File: src/rtl/cge_pkg.sv
// Shared types for the glitchless clock-enable bank.
// Assumes: nothing beyond IEEE 1800-2017 synthesis subset.
package cge_pkg;

    // Per-output gate state.
    typedef enum logic [1:0] {
        ST_OFF   = 2'd0,
        ST_ARMED = 2'd1,
        ST_RUN   = 2'd2,
        ST_DRAIN = 2'd3
    } gate_state_t;

    // Parked-state codes; the unlisted code 2'b11 behaves as PARK_LOW.
    localparam logic [1:0] PARK_LOW  = 2'b00;
    localparam logic [1:0] PARK_HIGH = 2'b01;
    localparam logic [1:0] PARK_HIZ  = 2'b10;

endpackage

File: src/rtl/pin_sync.sv
// Multi-bit, multi-stage level synchroniser into the master clock domain.
// Does: resamples each asynchronous pin through STAGES flops.
// Assumes: pins are independent levels (no multi-bit coherency needed);
//          reset is synchronous, active low, and loads RST_VAL.
module pin_sync #(
    parameter int          WIDTH   = 3,
    parameter int          STAGES  = 2,
    parameter logic        RST_VAL = 1'b1
) (
    input  logic             clk,
    input  logic             rst_n,
    input  logic [WIDTH-1:0] d_async,
    output logic [WIDTH-1:0] q_sync
);

    logic [WIDTH-1:0] chain [STAGES];

    // Flop chain: stage 0 captures the pin, later stages resample.
    always_ff @(posedge clk) begin
        if (!rst_n) begin
            for (int s = 0; s < STAGES; s++) begin
                chain[s] <= {WIDTH{RST_VAL}};
            end
        end else begin
            chain[0] <= d_async;
            for (int s = 1; s < STAGES; s++) begin
                chain[s] <= chain[s-1];
            end
        end
    end

    assign q_sync = chain[STAGES-1];

endmodule

File: src/rtl/enable_combine.sv
// Pin-to-output enable fabric with disable dominance.
// Does: for each output, requests "on" only when no tied pin reads 1.
// Assumes: pins are already synchronised; mask bit p*N_OUT+o ties pin p
//          to output o; an untied output is always requested on.
module enable_combine #(
    parameter int N_PIN = 3,
    parameter int N_OUT = 8
) (
    input  logic [N_PIN-1:0]       pin_n,
    input  logic [N_PIN*N_OUT-1:0] link_mask,
    output logic [N_OUT-1:0]       want_on
);

    genvar o;
    generate
        for (o = 0; o < N_OUT; o++) begin : g_col
            logic [N_PIN-1:0] veto;
            genvar p;
            for (p = 0; p < N_PIN; p++) begin : g_pin
                // One pin's vote against this output.
                assign veto[p] = link_mask[p*N_OUT + o] & pin_n[p];
            end
            // Any veto turns the output off.
            assign want_on[o] = ~|veto;
        end
    endgenerate

endmodule

File: src/rtl/out_gate.sv
// Single-output glitchless gate with configurable parked state.
// Does: starts the gated clock only on a sampled rising edge, stops it only
//       after a high phase ends, and parks per mode otherwise.
// Assumes: src is a level sampled by clk with each phase >= 1 clk cycle;
//          mode is static while running; outputs are registered.
module out_gate
    import cge_pkg::*;
(
    input  logic       clk,
    input  logic       rst_n,
    input  logic       want,
    input  logic       src,
    input  logic [1:0] mode,
    output logic       out_val,
    output logic       out_oe
);

    gate_state_t state, state_nx;
    logic        src_q;
    logic        rise, fall;
    logic        park_val, park_oe;
    logic        run_nx, running;

    assign rise     = src & ~src_q;
    assign fall     = ~src & src_q;
    assign park_val = (mode == PARK_HIGH);
    assign park_oe  = (mode != PARK_HIZ);
    assign running  = (state == ST_RUN) || (state == ST_DRAIN);

    // Next-state rule for the start/stop protocol.
    always_comb begin
        state_nx = state;
        unique case (state)
            ST_OFF:   if (want) state_nx = ST_ARMED;
            ST_ARMED: begin
                if (!want)     state_nx = ST_OFF;
                else if (rise) state_nx = ST_RUN;
            end
            ST_RUN:   if (!want) state_nx = src ? ST_DRAIN : ST_OFF;
            ST_DRAIN: begin
                if (want)      state_nx = ST_RUN;
                else if (fall) state_nx = ST_OFF;
            end
            default:  state_nx = ST_OFF;
        endcase
    end

    assign run_nx = (state_nx == ST_RUN) || (state_nx == ST_DRAIN);

    // State, source history and registered output drive.
    always_ff @(posedge clk) begin
        if (!rst_n) begin
            state   <= ST_OFF;
            src_q   <= 1'b0;
            out_val <= park_val;
            out_oe  <= park_oe;
        end else begin
            state   <= state_nx;
            src_q   <= src;
            out_val <= run_nx ? src  : park_val;
            out_oe  <= run_nx ? 1'b1 : park_oe;
        end
    end


    start_high_chk: assert property (@(posedge clk) disable iff (!rst_n)
        $rose(running) |-> out_val);


    stop_after_fall_chk: assert property (@(posedge clk) disable iff (!rst_n)
        $fell(running) |-> !src_q);


    drain_resume_chk: assert property (@(posedge clk) disable iff (!rst_n)
        (state == ST_DRAIN && want) |=> (state == ST_RUN));


    armed_abort_chk: assert property (@(posedge clk) disable iff (!rst_n)
        (state == ST_ARMED && !want) |=> (state == ST_OFF));


    park_oe_chk: assert property (@(posedge clk) disable iff (!rst_n)
        !running |-> (out_oe == ($past(mode) != PARK_HIZ)));


    run_drive_chk: assert property (@(posedge clk) disable iff (!rst_n)
        running |-> out_oe);

endmodule

File: src/rtl/clk_gate_bank.sv
// Top of the glitchless multi-output clock-enable bank.
// Does: synchronises the enable pins, maps them to outputs with disable
//       dominance, and gates each source clock through its own out_gate.
// Assumes: one master clock domain; source clocks arrive as levels
//          sampled by clk; configuration is static while gating.
module clk_gate_bank #(
    parameter int N_PIN       = 3,
    parameter int N_OUT       = 8,
    parameter int SYNC_STAGES = 2
) (
    input  logic                   clk,
    input  logic                   rst_n,
    input  logic [N_PIN-1:0]       en_pin_n,
    input  logic [N_OUT-1:0]       src_clk,
    input  logic [N_PIN*N_OUT-1:0] link_mask,
    input  logic [2*N_OUT-1:0]     park_mode,
    output logic [N_OUT-1:0]       out_val,
    output logic [N_OUT-1:0]       out_oe
);

    localparam int MODE_W = 2;

    logic [N_PIN-1:0] pin_s_n;
    logic [N_OUT-1:0] want_on;

    pin_sync #(
        .WIDTH   (N_PIN),
        .STAGES  (SYNC_STAGES),
        .RST_VAL (1'b1)
    ) i_sync (
        .clk     (clk),
        .rst_n   (rst_n),
        .d_async (en_pin_n),
        .q_sync  (pin_s_n)
    );

    enable_combine #(
        .N_PIN (N_PIN),
        .N_OUT (N_OUT)
    ) i_comb (
        .pin_n     (pin_s_n),
        .link_mask (link_mask),
        .want_on   (want_on)
    );

    genvar o;
    generate
        for (o = 0; o < N_OUT; o++) begin : g_out
            out_gate i_gate (
                .clk     (clk),
                .rst_n   (rst_n),
                .want    (want_on[o]),
                .src     (src_clk[o]),
                .mode    (park_mode[MODE_W*o +: MODE_W]),
                .out_val (out_val[o]),
                .out_oe  (out_oe[o])
            );
        end
    endgenerate

endmodule

File: config.mk
export PLATFORM = sky130hd
export DESIGN_NAME = clk_gate_bank
export DESIGN_NICKNAME = d
export VERILOG_FILES = /design/src/rtl/cge_pkg.sv /design/src/rtl/pin_sync.sv /design/src/rtl/enable_combine.sv /design/src/rtl/out_gate.sv /design/src/rtl/clk_gate_bank.sv
export SDC_FILE = /design/constraint.sdc
export NUM_CORES = 1
export LEC_CHECK = 0
export BUFFER_PORTS_ARGS = -buffer_cell sky130_fd_sc_hd__buf_2
export CAP_MARGIN = 25
export CORE_MARGIN = 10
export CORE_UTILIZATION = 51
export DETAILED_ROUTE_END_ITERATION = 12
export PLACE_DENSITY = 0.79
export SETUP_SLACK_MARGIN = 0.2
export SLEW_MARGIN = 20
export SYNTH_ARGS = -nofsm -noshare
export SYNTH_HDL_FRONTEND = slang
export SYNTH_SLANG_ARGS = --single-unit
File: constraint.sdc
create_clock -name clk -period 1.8 [get_ports clk]
set_input_delay 0.18 -clock clk [delete_from_list [all_inputs] [get_ports clk]]
set_output_delay 0.18 -clock clk [all_outputs]
set_load 0.02 [all_outputs]
* Word level (Yosys, flattened, before mapping)
Memories as Yosys holds them, arrays and structs flattened.
Index checks and enable logic that the tools add are counted.
** Operators by class
- Shift-type cells :: 0
- Muxes and demuxes :: 100
- $mul :: 0
- Bitwise logic cells :: 58
- Eq/ne operators :: 56
- Order comparisons :: 0
- Div/mod/pow operators :: 0
- Reduce and logical (&&, ||, !) cells :: 24
- $add $sub $neg :: 0
** Operators by type and width (count)
- 2-to-1 mux 2 bit :: 56
- == test 2 bit (second input constant) :: 32
- one-hot mux 2 bit (4 select lines) :: 8
- bitwise AND 1 bit :: 40
- 2-to-1 mux 1 bit :: 34
- == test 2 x 1 -> 1 bit (second input constant) :: 16
- OR reduction 3 bit :: 8
- zero test 2 bit :: 8
- inequality test 2 bit (second input constant) :: 8
- NOT 1 bit :: 16
- logical OR 1 bit :: 8
- 2-to-1 mux 3 bit :: 2
- bitwise OR 1 bit :: 2
** Word-level totals
- Latch bits :: 0
- Output and inout bits :: 16
- Memories kept :: 1
- Bits in read-only memories :: 0
- Logic and storage cells :: 271
- Flip-flop bits (word level) :: 40
- Bits in writable memories :: 6
- Input bits :: 53
** Memory list
- i_sync.chain :: words 2, bits a word 3, rd ports 2, clocked after Yosys merged registers in 0, write ports 2, line pin_sync.sv:16 : logic [WIDTH-1:0] chain [STAGES];

* Depth between registers and ports, before layout
Gate-level depths: netlist of the first run.
- Depth after elaboration :: 9
- Depth in mapped cells :: 5
- Mapped depth without buffers :: 3

* Modules after synthesis
From an unflattened synthesis of the first run, not the netlist that was laid out.
** Unflattened totals
- Cells, all modules :: 193
- Area, all modules :: 1981.9 um2
** Modules (own cells, without submodules)
- out_gate :: area each 214.0 um2, instances 8, cells an instance 21
- pin_sync :: area each 180.2 um2, instances 1, cells an instance 15
- enable_combine :: area each 90.1 um2, instances 1, cells an instance 10

* Worst setup path before layout of the first run
OpenSTA, ideal clock, no wires.
- Path type :: register -> register
- Start point :: memory i_sync.chain[1][1] (netlist: i_sync.chain[0][4])
- End point :: register g_out[0].i_gate.state[0]
- Cell stages (with the launch flop) :: 6
- Path buffers :: 2
- Setup slack :: 240 ps
- Data required time :: 1733 ps
- Data arrival time :: 1493 ps
- Path through :: dfxtp_1 buf_6 buf_6 a222oi_1 or3b_1 a21oi_2
** RTL lines
- from (decl) :: line pin_sync.sv:16
- to (signal assigned) :: line out_gate.sv:58 : state <= state_nx;
- to (decl) :: line out_gate.sv:18 : gate_state_t state, state_nx;

==> metrics.txt, run 1 <==
die area=7726 um2; Area growth syn-to-layout=23.74%; Critical Path Max Stage Delay=slightly below 0.5 ns; first-pass GRT wire length=9294 um; ys flop type=dfxtp_1; Initial Util=53.26%; Core ar.=4414 um2; sequential cell area fraction in the yosys report=39.17%; WP data arrival=1.85 ns; fill cell count=372; Final ANT Viol Nets=0; final slew viol count=0; CP Capture Type=flop; cell row count=24; Worst Clk Skew=0.004570 ns; dpl cell area=2695 um2; vias in the first global route=2177; Die Span Y=around 88 um; clock buffer depth=2; family with the most delay on the worst path=compound AO/OA/AOI/OAI gates; Post-DP HPWL=4322 um; TritonCTS clock tree=done; synth cell count leaders=dfxtp_1, nand2_1, buf_4, and2_1, a21o_1; async set or reset register ratio after synthesis=0%; Die X=slightly below 90 um; top post-synthesis cells by area=dfxtp_1, buf_4, a21o_1; Vias=~2200; Final Setup Violations=0; Syn Inst Count=254; Vias/cell=5.633; Routability Congestion=0.8336; status=finished clean; setup TNS=0 ns; top-count cell post-synth=dfxtp_1; Max Freq=619.6 MHz; Critical Path, Cell by Cell=buf_6 > a222oi_1 > or3b_4 > a21oi_2; layout cell share with drive strength beyond 1=33.84%; largest net degree at the start of global routing=40; CTS root buf=clkbuf_8; IO Port Bufs=68; unrepaired setup endpoints after global routing=true; headroom to the max-slew limit=approximately 64%; clk sinks=46; fin crit share=about nine tenths; H-tree depth=2; DR WL/cell=15.11 um; Overflow after GRT=0; max cap viols=0; initial antenna violation count=0; element type at the critical path start=flop; IR drop worst, VDD=451.7 uV; mapped cell area=2351 um2; maximum fanout along the worst path=6; share of the synthesized area in the top cell type=39.17%; Final min period=roughly 1.6 ns; io pins=69; GRT Total Usage=14.66%; final instance area=2909 um2; Mean Syn Cell Area=a little over 9 um2; hold violation total from the final report=0; pwr/cell area=about 740 nW/um2; DR pass1 iterations=5; EDFF count, synth=0; final worst slack=0.1861 ns; WP data required=2.04 ns; Post-Place Cells=365; CP bufs+invs=1; Residual DRC=0; clock slew at reported path FFs=0.08 ns; Worst-Margin Slew=between 0.5 and 0.6 ns; Non-Filler Instances=approximately 380; Netlist cell types=27; Hold Crit Class=in2reg; Slowest-stage cell, CP=a222oi_1; Final nets=~380; CP Class=reg2reg; Iteration-0 DRC Markers=140; leakage power total=approximately 0.0014 uW; FF+latch count, synth=46; synth warn=0; Skew-Pair Late Insertion Delay=0.30 ns; dominant cell type by area after synthesis=dfxtp_1; CTS buffer count=5; final WL=~5800 um; synthesized net count=307; post-place setup slack=0.1285 ns
[path summary, 6_finish.rpt]
| check | start | endpoint | slack, ns | depth (start not counted) |
|---|---|---|---|---|
| worst max-delay path | i_sync.chain[0][3] | g_out[4].i_gate.state[0] | 0.19 | 4 |
| worst min-delay path | en_pin_n[0] | i_sync.chain[0][0] | 0.05 | 2 |
| worst max register to register | i_sync.chain[0][3] | g_out[4].i_gate.state[0] | 0.19 | 4 |
| worst min register to register | i_sync.chain[0][0] | i_sync.chain[0][3] | 0.42 | 1 |
[worst reg2reg max path, stage by stage (launching register included)]
cell and delay [ns]:
dfxtp_4 0.37, buf_6 0.13, a222oi_1 0.49, or3b_4 0.44
a21oi_2 0.13
[cell families after synthesis]
kind of cell,share of synthesized area [%]
AND/OR/NAND/NOR,30.55
buffers and inverters,9.153
AO/OA/AOI/OAI,21.13
flip-flops,39.17
[placed cells by master, fill, tap and decap left out, drive strengths merged]
| master | Yosys | layout |
|---|---|---|
| a21o | 16 | 16 |
| a21oi | 8 | 8 |
| a222oi | 8 | 8 |
| a22oi | 8 | 8 |
| a311oi | 8 | 8 |
| a32o | 8 | 8 |
| and2 | 16 | 16 |
| and3 | 8 | 8 |
| and3b | 8 | 8 |
| and4b | 8 | 8 |
| buf | 21 | 94 |
| bufinv | 0 | 1 |
| clkbuf | 4 | 7 |
| dfxtp | 46 | 46 |
| diode | 0 | 1 |
| inv | 9 | 9 |
| nand2 | 24 | 24 |
| nand2b | 6 | 6 |
| nand3 | 8 | 8 |
| nand3b | 8 | 8 |
| nand4b | 8 | 8 |
| nor2b | 8 | 8 |
| o21ai | 8 | 8 |
| or3b | 8 | 8 |
[state kept, by name, indices dropped and copies added (netlist names)]
register and cells:
g_out.i_gate.state 16, g_out.i_gate.out_oe 8, i_sync.chain 6, g_out.i_gate.out_val 8, g_out.i_gate.src_q 8
[metrics by stage]
| step | total power, uW | hold slack [ns] | utilization, % |
|---|---|---|---|
| 6_report | 2146 | 0.05348 | 65.90 |
| 5_1_grt | 2230 | 0.05159 | 65.84 |
| 4_1_cts | 2153 | 0.04523 | 64.20 |
| 3_5_place_dp | 1392 | 0.3626 | 61.05 |
| 3_3_place_gp | 1386 | 0.3597 | 61.05 |
| 2_1_floorplan | 1280 | 0.2673 | - |
[routing by layer]
metal,vias to the layer above,wire length [um],GRT usage [%]
met5,-,0,0
met3,7,455,5.942
li1,1088,-,-
met2,47,2860,25.00
met4,0,71,6.377
met1,1021,2415,15.59
[final cells by class]
cell class / count / area [um2] / share of cell area, %
Clock inverter: 1 / 30.03 / 1.032
Inverter: 9 / 33.78 / 1.161
Sequential cell: 46 / 928.4 / 31.91
Clock buffer: 7 / 76.32 / 2.624
Antenna cell: 1 / 2.502 / 0.08602
Multi-Input combinational cell: 174 / 1230 / 42.28
Tap cell: 52 / 65.06 / 2.237
Timing Repair Buffer: 94 / 543.0 / 18.67
[report_power, final]
group          internal (uW)  switching, uW
clock                    416            337
combinational            159            150
sequential              1060           24.5
total                   1630            512
[timing repair]
| action | in CTS | in global routing |
|---|---|---|
| setup endpoints to repair | 5 | 12 |
| setup buffers | 3 | 7 |
| pin swaps | 3 | 9 |
| hold buffers | 0 | 0 |
| gates resized for setup | 4 | 7 |
(Power assumes the default switching activity.)
==> run 2: changes to the inputs <==
Settings changed: ABC_AREA set to 1, CORE_MARGIN 10 to not set, CORE_UTILIZATION 51 to 50, PLACE_DENSITY 0.79 to 0.78.
==> run 2 against run 1 <==
Against the previous run: maximum frequency increased by 46%; register-to-register slack improved by 0.51 ns; synthesized cell count increased by 20%; setup slack improved by 0.51 ns; area after synthesis decreased by 6.7%; clock-buffer cell count unchanged; clock skew decreased by 0.0015 ns; largest power group unchanged.
==> metrics.txt, run 2 <==
Critical Path Max Stage Delay=between 0.5 and 0.6 ns; clock buffer depth=2; Residual DRC=0; first-pass GRT wire length=just over 6000 um; Area growth syn-to-layout=15.40%; EDFF count, synth=0; layout cell share with drive strength beyond 1=30.64%; final slew viol count=0; fin crit share=61.57%; vias in the first global route=1573; post-place setup slack=0.6053 ns; final worst slack=0.6917 ns; final design utilization=61.51%; Syn Inst Count=304; cell row count=23; final WL=3659 um; Reg2Reg Depth=5; Final nets=411; CP Capture Type=flop; CTS buffer count=5; top-count cell post-synth=nand2_1; IO Port Bufs=68; reg2reg end=g_out[7].i_gate.out_oe; CP dominant cell by count=nand2_1; top post-synthesis cells by area=dfxtp_1, nand2_1, inv_1; clock slew at reported path FFs=0.08 ns; Worst Hold End=i_sync.chain[0][1]; Overflow after GRT=0; Mean Syn Cell Area=7.215 um2; RR Startpoint=i_sync.chain[0][4]; mapped cell area=2193 um2; Hold Crit Class=in2reg; FF-to-FF setup slack=0.69 ns; GRT Total Usage=between 10% and 20%; status=finished clean; Iteration-0 DRC Markers=51; pwr/cell area=778.0 nW/um2; Slowest-stage cell, CP=dfxtp_1; Final ANT Viol Nets=0; WP data arrival=between 1 and 1.5 ns; IR drop worst, VDD=between 500 and 600 uV; CTS root buf=clkbuf_8; max cap viols=0; most common cell after layout, fill and taps aside=nand2_1; WP data required=1.99 ns; Worst-Margin Slew=0.4095 ns; most frequent cells in the layout=nand2_1, buf_2, inv_1, dfxtp_1, nor2_1; element type at the critical path start=flop; Die Span Y=68.23 um; TritonCTS clock tree=done; headroom to the max-slew limit=72.70%; clk sinks=46; largest net degree at the start of global routing=22; CP bufs+invs=0; Max Freq=902.3 MHz; Hold Crit Start=en_pin_n[1]; leakage power total=0.001481 uW; synthesized net count=357; max reg flops=16; postcts setup bufs=0; Final min period=1.108 ns; Die X=between 60 and 70 um; FF+latch count, synth=46; Post-DP HPWL=between 2000 and 3000 um; Routability Congestion=0.7376; synth warn=0; hold violation total from the final report=0; Skew-Pair Late Insertion Delay=0.29 ns; initial antenna violation count=0; Hold Crit Depth=3; unrepaired setup endpoints after global routing=false; DR pass1 iterations=4; Core ar.=between 4000 and 5000 um2; ant diodes=0; Reg with most FFs=g_out.i_gate.state; ys flop type=dfxtp_1; setup TNS=0 ns; sequential cell area fraction in the yosys report=a little over two fifths; synth cell count leaders=nand2_1, inv_1, dfxtp_1, nor2_1, buf_4; H-tree depth=2; Initial Util=between 50% and 60%; io pins=69; Final Setup Violations=0; maximum fanout along the worst path=8; share of the synthesized area in the top cell type=41.99%; async set or reset register ratio after synthesis=0%; dominant cell type by area after synthesis=dfxtp_1; Overall Power=1969 uW; family with the most delay on the worst path=flip-flops; PostCTS Resize Cnt=0; Vias/cell=~4.6; cts hold-fix bufs=0; Critical Path, Cell by Cell=nand2_1 > nand3_2 > nand2_2 > nand2_1 > nand3_1; Worst Clk Skew=0.003091 ns; DR WL/cell=between 8 and 9 um; CP Class=reg2reg; Netlist cell types=15; die area=4655 um2; Vias=1861
run 2: worst max-delay path by stage:
stage	end	depth (start not counted)	start
2_1_floorplan	g_out[6].i_gate.out_val	7	i_sync.chain[0][4]
3_5_place_dp	g_out[6].i_gate.out_val	6	rst_n
6_report	g_out[7].i_gate.out_oe	5	i_sync.chain[0][4]
3_3_place_gp	g_out[6].i_gate.out_val	6	rst_n
5_1_grt	g_out[7].i_gate.out_oe	5	i_sync.chain[0][3]
4_1_cts	g_out[7].i_gate.out_oe	5	i_sync.chain[0][4]
run 2: cell type report:
cell class / instances / area (um2)
sequential: 46 / 920.9
multi-input combinational: 182 / 905.9
tap: 50 / 62.56
clock inverter: 1 / 5.005
timing repair buffer: 69 / 347.8
fill: 404 / 1584
inverter: 54 / 202.7
clock buffer: 7 / 86.33
run 2: cell families (layout without fill, tap and decap cells):
kind of cell | count (synthesis) | in the layout | synth area share [%]
flip-flops | 46 | 46 | 41.99
buffers and inverters | 76 | 131 | 16.71
AO/OA/AOI/OAI | 24 | 24 | 7.416
AND/OR/NAND/NOR | 158 | 158 | 33.88
run 2: worst register-to-register path: stages (launching register included):
cell and delay (ns):
dfxtp_1 0.55, nand2_1 0.11, nand3_2 0.10, nand2_2 0.07
nand2_1 0.10, nand3_1 0.07
run 2: report_power, final:
part | total [uW] | internal (uW) | switching, uW
Combinational | 260 | 111 | 149
Sequential | 1080 | 1060 | 20.1
Clock | 629 | 310 | 319
run 2: metal layers:
metal / vias to the layer above / routed length, um / GRT usage, %
met4: 0 / 73 / 7.813
met3: 7 / 187 / 6.000
met2: 46 / 1801 / 30.76
li1: 996 / - / -
met5: - / 0 / 0
met1: 812 / 1597 / 20.39
run 2: through the flow:
step,cell area [um2],std cells,hold slack (ns)
6_report,2531,409,0.05057
5_1_grt,2531,409,0.03686
4_1_cts,2531,409,0.04634
3_5_place_dp,2440,401,0.3553
3_3_place_gp,2440,401,0.3481
2_1_floorplan,2193,304,0.2647
